## config.mk

```make
export PLATFORM = sky130hd
export DESIGN_NAME = mext_irq_ctrl
export DESIGN_NICKNAME = d
export VERILOG_FILES = /design/src/rtl/mext_irq_pkg.sv /design/src/rtl/mext_irq_sync.sv /design/src/rtl/mext_irq_prio.sv /design/src/rtl/mext_irq_csr.sv /design/src/rtl/mext_irq_ctrl.sv
export SDC_FILE = /design/constraint.sdc
export NUM_CORES = 1
export LEC_CHECK = 0
export BUFFER_PORTS_ARGS = -buffer_cell sky130_fd_sc_hd__buf_2
export CAP_MARGIN = 5
export CORE_AREA = 10 10 95 97
export CTS_BUF_LIST = sky130_fd_sc_hd__clkbuf_4 sky130_fd_sc_hd__clkbuf_8
export DETAILED_ROUTE_END_ITERATION = 6
export DIE_AREA = 0 0 105 107
export HOLD_SLACK_MARGIN = 0.1
export PLACE_DENSITY_LB_ADDON = 0.05
export REMOVE_ABC_BUFFERS = 1
export SYNTH_ARGS = -nofsm -noshare
export SYNTH_HDL_FRONTEND = slang
export SYNTH_SLANG_ARGS = --single-unit
```

## constraint.sdc

```tcl
create_clock -name clk_i -period 2.8 [get_ports clk_i]
set_input_delay 0.28 -clock clk_i [delete_from_list [all_inputs] [get_ports clk_i]]
set_output_delay 0.28 -clock clk_i [all_outputs]
set_load 0.02 [all_outputs]
```

## src/rtl/mext_irq_pkg.sv

```systemverilog
package mext_irq_pkg;
  localparam int XLEN       = 32;
  localparam int NIRQ       = 8;
  localparam int IRQ_LSB    = 24;
  localparam int CAUSE_BASE = 16;
  localparam int GIE_BIT    = 0;
  localparam int PIE_BIT    = 3;
  localparam int IDXW       = $clog2(NIRQ);

  typedef enum logic [1:0] {
    CSR_STATUS  = 2'd0,
    CSR_ENABLE  = 2'd1,
    CSR_PENDING = 2'd2,
    CSR_CAUSE   = 2'd3
  } csr_sel_e;
endpackage

```

## src/rtl/mext_irq_sync.sv

```systemverilog
module mext_irq_sync #(
  parameter int N      = 8,
  parameter int STAGES = 2
) (
  input  logic         clk_i,
  input  logic         rst_ni,
  input  logic [N-1:0] d_i,
  output logic [N-1:0] q_o
);
  for (genvar g = 0; g < N; g++) begin : g_line
    logic [STAGES-1:0] chain_q;
    always_ff @(posedge clk_i or negedge rst_ni) begin
      if (!rst_ni) chain_q <= '0;
      else         chain_q <= {chain_q[STAGES-2:0], d_i[g]};
    end
    assign q_o[g] = chain_q[STAGES-1];
  end
endmodule

```

## src/rtl/mext_irq_prio.sv

```systemverilog
module mext_irq_prio #(
  parameter int N    = 8,
  parameter int IDXW = $clog2(N)
) (
  input  logic [N-1:0]    req_i,
  output logic            any_o,
  output logic [IDXW-1:0] idx_o
);
  // scan from the top so the lowest set bit is written last
  always_comb begin
    idx_o = '0;
    for (int i = N - 1; i >= 0; i--) begin
      if (req_i[i]) idx_o = IDXW'(i);
    end
  end
  assign any_o = |req_i;
endmodule

```

## src/rtl/mext_irq_csr.sv

```systemverilog
module mext_irq_csr
  import mext_irq_pkg::*;
(
  input  logic            clk_i,
  input  logic            rst_ni,
  input  csr_sel_e        sel_i,
  input  logic            we_i,
  input  logic [XLEN-1:0] wdata_i,
  input  logic            trap_ack_i,
  input  logic            mret_i,
  input  logic [XLEN-1:0] cause_i,
  input  logic [NIRQ-1:0] pend_i,
  output logic [XLEN-1:0] rdata_o,
  output logic            gie_o,
  output logic            pie_o,
  output logic [NIRQ-1:0] en_o
);
  logic            gie_q, pie_q;
  logic [NIRQ-1:0] en_q;
  logic [XLEN-1:0] cause_q;

  always_ff @(posedge clk_i or negedge rst_ni) begin
    if (!rst_ni) begin
      gie_q <= 1'b0;
      pie_q <= 1'b0;
    end else if (trap_ack_i) begin
      pie_q <= gie_q;
      gie_q <= 1'b0;
    end else if (mret_i) begin
      gie_q <= pie_q;
      pie_q <= 1'b1;
    end else if (we_i && sel_i == CSR_STATUS) begin
      gie_q <= wdata_i[GIE_BIT];
      pie_q <= wdata_i[PIE_BIT];
    end
  end

  always_ff @(posedge clk_i or negedge rst_ni) begin
    if (!rst_ni)                          en_q <= '0;
    else if (we_i && sel_i == CSR_ENABLE) en_q <= wdata_i[IRQ_LSB +: NIRQ];
  end

  always_ff @(posedge clk_i or negedge rst_ni) begin
    if (!rst_ni)                         cause_q <= '0;
    else if (trap_ack_i)                 cause_q <= cause_i;
    else if (we_i && sel_i == CSR_CAUSE) cause_q <= wdata_i;
  end

  always_comb begin
    rdata_o = '0;
    unique case (sel_i)
      CSR_STATUS: begin
        rdata_o[GIE_BIT] = gie_q;
        rdata_o[PIE_BIT] = pie_q;
      end
      CSR_ENABLE:  rdata_o[IRQ_LSB +: NIRQ] = en_q;
      CSR_PENDING: rdata_o[IRQ_LSB +: NIRQ] = pend_i;
      CSR_CAUSE:   rdata_o = cause_q;
      default:     rdata_o = '0;
    endcase
  end

  assign gie_o = gie_q;
  assign pie_o = pie_q;
  assign en_o  = en_q;
endmodule

```

## src/rtl/mext_irq_ctrl.sv

```systemverilog
module mext_irq_ctrl
  import mext_irq_pkg::*;
(
  input  logic            clk_i,
  input  logic            rst_ni,
  input  logic [NIRQ-1:0] irq_i,
  input  logic [1:0]      csr_sel_i,
  input  logic            csr_we_i,
  input  logic [XLEN-1:0] csr_wdata_i,
  output logic [XLEN-1:0] csr_rdata_o,
  input  logic            trap_ack_i,
  input  logic            mret_i,
  output logic            irq_req_o,
  output logic [XLEN-1:0] cause_o
);
  logic [NIRQ-1:0] pend_w, en_w, live_w;
  logic            gie_w, pie_w, any_w;
  logic [IDXW-1:0] idx_w, idx_q;
  logic            req_q;

  mext_irq_sync #(.N(NIRQ), .STAGES(2)) u_sync (
    .clk_i, .rst_ni, .d_i(irq_i), .q_o(pend_w)
  );

  assign live_w = pend_w & en_w;

  mext_irq_prio #(.N(NIRQ), .IDXW(IDXW)) u_prio (
    .req_i(live_w), .any_o(any_w), .idx_o(idx_w)
  );

  mext_irq_csr u_csr (
    .clk_i, .rst_ni,
    .sel_i     (csr_sel_e'(csr_sel_i)),
    .we_i      (csr_we_i),
    .wdata_i   (csr_wdata_i),
    .trap_ack_i,
    .mret_i,
    .cause_i   (cause_o),
    .pend_i    (pend_w),
    .rdata_o   (csr_rdata_o),
    .gie_o     (gie_w),
    .pie_o     (pie_w),
    .en_o      (en_w)
  );

  always_ff @(posedge clk_i or negedge rst_ni) begin
    if (!rst_ni) begin
      req_q <= 1'b0;
      idx_q <= '0;
    end else begin
      req_q <= gie_w & any_w;
      idx_q <= idx_w;
    end
  end

  assign irq_req_o = req_q;
  assign cause_o   = {1'b1, {(XLEN-1){1'b0}}} | (XLEN'(CAUSE_BASE) + XLEN'(idx_q));
endmodule

```

# --- Word level (Yosys, flattened, before mapping) ---
# Index checks and enable logic that the tools add are counted.
word_totals:
  ff_bits: 62
  latchBits: 0
  mem_bits_rw: 0
  rom_bits: 0
  out_inout_bits: 65
  elab_cells: 48
  memories: 0
classes:
  add_sub_neg: 1
  mul: 0
  div_mod_pow: 0
  order_cmp: 0
  n_eq_ne: 3
  n_shift: 0
  muxes: 21
  bitwise: 2
  n_reduce_logical: 7
op_table:
  columns: ["op", "count"]
  rows:
  - ["2-to-1 mux 32 bit", 2]
  - ["2-to-1 mux 3 bit", 8]
  - ["one-hot mux 8 bit (3 select lines)", 1]
  - ["2-to-1 mux 20 bit", 1]
  - ["AND 8 bit", 1]
  - ["OR reduction 8 bit", 1]
  - ["adder 5 x 3 -> 6 bit (first input constant)", 1]
  - ["2-to-1 mux 1 bit", 6]
  - ["== test 2 bit (second input constant)", 2]
  - ["one-hot mux 1 bit (2 select lines)", 2]
  - ["logical AND 1 bit", 3]
  - ["nonzero test 3 bit", 1]
  - ["== test 2 x 1 -> 1 bit (second input constant)", 1]
  - ["zero test 2 bit", 1]
  - ["2-to-1 mux 2 bit", 1]
  - ["nonzero test 2 bit", 1]
  - ["AND 1 bit", 1]

# --- Logic depth before layout (Yosys ltp) ---
# Gate-level depths: netlist of run 1.
logic_depth:
  depth_word: 9
  depth_mapped: 5
  ltp_nobuf: 5

# --- Cells and area by module ---
# A second synthesis of run 1 with hierarchy kept.
hier_totals:
  hier_cells: 301
  hier_area_um2: 3151.8
modules_own_cells:
  columns: ["mod", "n_inst", "cells_each", "area_per_inst_um2", "seq_area_each_um2"]
  rows:
  - ["mext_irq_csr", 1, 220, 2228.4, 1051.0]
  - ["mext_irq_sync", 1, 24, 460.4, 400.4]
  - ["mext_irq_ctrl", 1, 44, 381.6, 100.1]
  - ["mext_irq_prio", 1, 13, 81.3, 0.0]

# --- Least setup slack after synthesis of run 1 ---
# Ideal clock, no wire load.
synth_timing:
  kind: "input to output"
  startpoint: "input csr_sel_i[0]"
  endpoint: "output csr_rdata_o[24]"
  t_arrival_ps: 1124
  required_ps: 2520
  setup_slack_ps: 1396
  cell_stages: 5
  path_buffers: 1
  cell_sequence: "inv_1 > ha_1 > clkbuf_1 > a222oi_1 > nor2_1"
synth_via:
  elab_chain_len: 2
synth_lines:
  columns: ["item", "line_no", "text"]
  rows:
  - ["start: declaration", "mext_irq_ctrl.sv:7", "input logic [1:0] csr_sel_i,"]
  - ["== test 2 bit / == test 2 x 1 -> 1 bit (equally long branches)", "mext_irq_csr.sv:51", "unique case (sel_i)"]
  - ["one-hot mux 8 bit (3 select lines) (*)", "mext_irq_csr.sv:51", null]
  - ["end: declaration", "mext_irq_ctrl.sv:10", "output logic [XLEN-1:0] csr_rdata_o,"]
# Every way passes the cells marked *; elsewhere a longest branch is shown, timed or not.

# --- Worst setup path in the final report of run 1 ---
layout_timing:
  startpoint: "input csr_sel_i[0]"
  endpoint: "output csr_rdata_o[25]"
# Same word-level chain as after synthesis.

==> impl_metrics.toml, run 1 <==
[power_and_ir_drop]
p_leak_nw = 1.796
switchingPower_w = 0.0005833
comb_power_share_pct = 16.2
pwr-share-clk_pct = 33.9
p_per_area_mw_per_mm2 = 590.0
seq_power_share_pct = 49.9
swShare_pct = 28.62
ir_worst_vdd_uv = 272.8
internal_power_w = 0.001455

[yosys]
yosys.cell_types.count = 31
synth_top_area_share_pct = 55.36
yosys_warnings = 0
synthTopCellsByCount = "dfrtp_1, buf_4, a22o_1"
synth-edff-count = 0
yosys_register_bits = 62
yosysTopAreaCell = "dfrtp_1"
async_flop_share_pct = 100.0
synthCells = 233
synth.most_common_cell = "dfrtp_1"
synth_area_mm2 = 0.002803
synthTopCellsByArea = "dfrtp_1, a22o_1, buf_4"
ys_seq_area_share_pct = 55.36
syn_avg_cell_area_um2 = 12.03
ys.flop_type = "dfrtp_1"

[route]
drc = 0
vias_per_cell = 4.807
dr.pass1.iters = 5
wl_um = 7085
wl_per_cell_um = 16.52
drtAntennaViolNets = 0
vias = 2062
initialDrtViolationCount = 105

[timing]
finalMaxSlewViolations = 0
worstMarginPinSlew_ns = 0.7522
fin_tns_setup_ns = 0
finClkSkew_ns = 0.008960
setup_viol = 0
min_period_ns = 2.069
finalHoldViolCount = 0
fmax_mhz = 483.2
relSlewSlack_pct = 49.85
finalCritPeriodShare_pct = 73.90
rsz0062_at_grt = "no"

[critical_path]
crit_required_ns = 2.52
r2r_end = "idx_q[1]"
rr_startpoint = "u_csr.en_o[5]"
worstPathMaxFanout = 21
rrSetupSlack_ns = 1.51
endpoint_kind = "primary output"
start_kind = "input pin"
slowest_delay_ns = 0.64
arrival_ns = 1.79
reg2reg_depth = 3
worstPathCellList = "buf_2 > ha_1 > buf_4 > a222oi_1 > nor2_1 > buf_2"
cp_slowest_cell = "ha_1"
criticalPathCategory = "in2out"
crit_top_cell = "buf_2"

[global_route]
grt_max_degree = 32
antenna_found_initial = 0
overflow = 0
grt_pass1_wl_um = 11640
grt_usage_pct = 12.86
grt_pass1_vias = 2260

[clock_tree]
cts_tree = "done"
htreeDepth = 3
cts_num_sinks = 62
path_clk_slew_ns = 0.07
cts_buffer_depth = 2
cts-buffers-inserted = 9
root_buffer = "clkbuf_8"
post_cts_buffers = 0
clock_latency_ns = 0.33

[layout]
area_growth_pct = 23.26
diodes = 0
drive_above_1_share_pct = 34.55
seq_area_mm2 = 0.001551
num-nets-final = 378
nFillCells = 681
fin_util_pct = 48.40
multi_input_area_mm2 = 0.001060

[die]
row_count = 31
coreArea_mm2 = 0.007137
io_pins = 112
die_h_um = 107
initial_core_util_pct = 39.27
die-area_mm2 = 0.01124
die_w_um = 105

[min_path]
whs_endpoint = "u_csr.cause_q[13]"
hp-class = "in2reg"
hold_depth = 2
min_from = "csr_wdata_i[13]"

[placement]
dp_hpwl_um = 5266
place_congestion = 0.7958
io_buffers = 82

[outcome]
outcome = "completed"

[flow_run]
maxCapViolations = 0
## per-layer routing
layer / track usage [%] / wire, µm
met1: 16.26 / 3053
met2: 19.05 / 3172
met3: 5.509 / 755
met4: 5.000 / 104
met5: 0 / 0
## power groups by stage
| stage | combinational (W) | clock [W] | sequential (W) |
|---|---|---|---|
| 5_1_grt | 0.000371 | 0.000760 | 0.00103 |
| 3_5_place_dp | 0.000325 | 0 | 0.00103 |
| 6_report | 0.000331 | 0.000690 | 0.00102 |
| 4_1_cts | 0.000336 | 0.000715 | 0.00102 |
| 2_1_floorplan | 0.000180 | 0 | 0.00103 |
| 3_3_place_gp | 0.000323 | 0 | 0.00103 |
## critical path: cells and delay by family
family | cells | cell delay [ns]
buffers and inverters | 3 | 0.61
AND/OR/NAND/NOR | 1 | 0.15
AO/OA/AOI/OAI | 1 | 0.09
adder cells (fa/ha/maj) | 1 | 0.64
## worst max-delay path by stage
| stage | start | endpoint | slack, ns | cells past startpoint |
|---|---|---|---|---|
| 6_report | csr_sel_i[0] | csr_rdata_o[25] | 0.73 | 6 |
| 5_1_grt | csr_sel_i[0] | csr_rdata_o[25] | 0.58 | 6 |
| 4_1_cts | csr_sel_i[0] | csr_rdata_o[25] | 0.69 | 6 |
| 3_5_place_dp | csr_sel_i[0] | csr_rdata_o[25] | 0.69 | 6 |
| 3_3_place_gp | csr_sel_i[0] | csr_rdata_o[25] | 0.68 | 6 |
| 2_1_floorplan | csr_sel_i[0] | u_csr.cause_q[0] | 0.95 | 3 |
## cells by family after synthesis
family                   count (synthesis)  share of synthesized area (%)
other                                    2                         0.2680
buffers and inverters                   43                          10.45
AO/OA/AOI/OAI                           56                          16.74
adder cells (fa/ha/maj)                  5                          2.232
multiplexers                            12                          4.643
flip-flops                              62                          55.36
AND/OR/NAND/NOR                         53                          10.31
## sequential cells by signal, indices dropped and copies added, names as in the netlist
signal / cells
u_csr.cause_q: 32
u_csr.pie_o: 1
u_csr.en_o: 8
irq_req_o: 1
idx_q: 3
u_csr.gie_o: 1
u_sync.g_line.chain_q: 16
## metrics by stage
stage	total power [W]	setup WS (ns)	hold WS [ns]	instances	area, µm²
global placement	0.001357	0.6764	0.1766	405	3191
detailed placement	0.001358	0.6915	0.1795	405	3191
global route	0.002158	0.5834	0.1463	429	3455
finish	0.002038	0.7307	0.1564	429	3455
floorplan	0.001215	0.9491	-0.01559	219	2619
CTS	0.002068	0.6884	0.1440	429	3455
## timing repair
action / in CTS / in global routing
hold buffers: 9 / 0
gates resized for setup: 0 / 0
hold endpoints to repair: 19 / 0
## placed cells by master (no fill, tap or decap)
| cell | n |
|---|---|
| a211oi_1 | 1 |
| a21oi_1 | 1 |
| a21oi_2 | 1 |
| a222oi_1 | 9 |
| a22o_1 | 27 |
| a22oi_1 | 6 |
| a32oi_1 | 1 |
| and2_1 | 22 |
| buf_2 | 82 |
| buf_4 | 5 |
| clkbuf_8 | 11 |
| clkinv_2 | 3 |
| clkinvlp_4 | 1 |
| conb_1 | 29 |
| dfrtp_1 | 62 |
| dlygate4sd3_1 | 9 |
| ha_1 | 5 |
| inv_1 | 2 |
| mux2_2 | 8 |
| mux2i_1 | 4 |
| nand2_1 | 11 |
| nand2_2 | 2 |
| nand2b_1 | 3 |
| nand3_1 | 3 |
| nor2_1 | 10 |
| nor2_8 | 1 |
| o211ai_1 | 1 |
| o21a_1 | 1 |
| o21ai_0 | 4 |
| o22a_1 | 2 |
| o31ai_1 | 2 |
| or2_1 | 1 |
## area by class of cell
cell class | instances | area share (%)
clock buffers | 11 | 4.382
clock inverters | 4 | 0.6519
inverters | 2 | 0.2173
multi-input cells | 155 | 30.68
flip-flops and latches | 62 | 44.91
well taps | 99 | 3.586
repair buffers | 96 | 15.57
Note: power is estimated with default switching activity, not from simulation.
==> run 2, diff against run 1 <==
==> constraint.sdc (replaced) <==
create_clock -name clk_i -period 1.85 [get_ports clk_i]
set_input_delay 0.185 -clock clk_i [delete_from_list [all_inputs] [get_ports clk_i]]
set_output_delay 0.185 -clock clk_i [all_outputs]
set_load 0.02 [all_outputs]
==> impl_metrics.toml, run 2 (synthesis gave the netlist of run 1 again) <==
[outcome]
outcome = "completed"

[clock_tree]
cts_num_sinks = 62
path_clk_slew_ns = 0.06
cts-buffers-inserted = 9
root_buffer = "clkbuf_8"
clock_latency_ns = 0.33
htreeDepth = 3
cts_tree = "done"
cts_buffer_depth = 2
cts_resized = 0

[die]
row_count = 31
initial_core_util_pct = 39.27
die_h_um = 107
io_pins = 112
die_w_um = 105
coreArea_mm2 = 0.007137
die-area_mm2 = 0.01124

[critical_path]
cp_slowest_cell = "ha_1"
criticalPathCategory = "in2out"
rrSetupSlack_ns = 0.62
start_kind = "input pin"
worstPathCellList = "buf_2 > ha_1 > buf_4 > a22oi_1 > nor2_1 > buf_2"
worstPathMaxFanout = 16
slowest_delay_ns = 0.47
rr_startpoint = "u_csr.en_o[5]"
critPathTopFamily = "buffers and inverters"
r2r_end = "idx_q[1]"
cp_num_buf_inv = 3
arrival_ns = 1.43
crit_required_ns = 1.66
crit_top_cell = "buf_2"
endpoint_kind = "primary output"
reg2reg_depth = 3

[placement]
place_congestion = 0.7326
place_area_mm2 = 0.003196
dp_hpwl_um = 5020
io_buffers = 82

[timing]
relSlewSlack_pct = 66.18
finalCritPeriodShare_pct = 87.04
setup_viol = 0
finClkSkew_ns = 0.005655
finalMaxSlewViolations = 0
finalHoldViolCount = 0
fmax_mhz = 621.0
whs_ns = 0.1509
worstMarginPinSlew_ns = 0.5073
rsz0062_at_grt = "no"
min_period_ns = 1.610
fin_tns_setup_ns = 0

[layout]
final_cell_area_mm2 = 0.003785
most-common-layout-cells = "buf_2, dfrtp_1, dlygate4sd3_1, conb_1, a22o_1"
num-nets-final = 406
regMostFlops = "u_csr.cause_q"
drive_above_1_share_pct = 31.75
largest_reg_flops = 32
fin_util_pct = 53.03
area_growth_pct = 35.04
mostFrequentLayoutCell = "buf_2"
diodes = 0

[global_route]
grt_max_degree = 63
overflow = 0
grt_util_met1_pct = 15.70
grt_pass1_wl_um = 11990
globalRouteMet2Util_pct = 20.48
grt_pass1_vias = 2350
busiest_layer = "met2"
use_met3_pct = 5.808
antenna_found_initial = 0
grt_usage_pct = 13.18

[route]
drc = 0
drtAntennaViolNets = 0
vias_per_cell = 4.646
initialDrtViolationCount = 140
dr.pass1.iters = 4
wl_per_cell_um = 15.69
wl_um = 7187
vias = 2128

[min_path]
whs_endpoint = "u_csr.cause_q[2]"
hold_depth = 3
min_from = "csr_wdata_i[2]"
hp-class = "in2reg"

[flow_run]
maxCapViolations = 0

[power_and_ir_drop]
p_leak_nw = 1.932
p_per_area_mw_per_mm2 = 876.1
ir_worst_vdd_uv = 510.5
==> run 2: layout make-up <==
type / count / area, µm²
clock buffers: 13 / 166.4
fillers: 667 / 3352
multi-input cells: 155 / 1060
repair buffers: 124 / 833.3
clock inverters: 3 / 42.54
inverters: 2 / 7.507
well taps: 99 / 123.9
flip-flops and latches: 62 / 1551
==> run 2: routing by layer <==
layer / vias to the layer above / share of wire, %
li1: 1014 / -
met1: 1009 / 43
met2: 98 / 46
met3: 7 / 10
met4: 0 / 1.4
met5: - / 0
==> run 2: report_power, final <==
group          switching [W]  internal, W
registers          0.0000791      0.00146
clock network       0.000503     0.000724
logic               0.000311     0.000237
total               0.000893      0.00242
==> run 2: tightest hold or removal path, cell delays in order <==
cell     delay [ns]
buf_2          0.08
mux2i_1        0.05
o21ai_0        0.13
==> run 2: worst max path at each step <==
stage                            start                end  slack (ns)  depth (start not counted)
after global placement    csr_sel_i[0]     csr_rdata_o[0]        0.25                          6
after floorplan           csr_sel_i[0]   u_csr.cause_q[0]        0.09                          3
after global routing      csr_sel_i[0]     csr_rdata_o[0]         0.1                          6
final                     csr_sel_i[0]     csr_rdata_o[0]        0.24                          6
after CTS                 csr_sel_i[0]     csr_rdata_o[0]        0.25                          6
after detailed placement  csr_sel_i[0]  u_csr.cause_q[29]        0.23                          5
==> run 2: repair_timing <==
action	in CTS	in global routing
hold buffers	38	0
hold endpoints to repair	106	0
setup buffers	0	0
==> run 2: stage by stage <==
stage                     worst slack [ns]  total power (W)  instances
after global routing               0.09942         0.003499        458
after CTS                           0.2482         0.003368        458
after floorplan                    0.09414         0.001839        219
after detailed placement            0.2342         0.002055        404
final                               0.2397         0.003316        458
after global placement              0.2548         0.002053        404
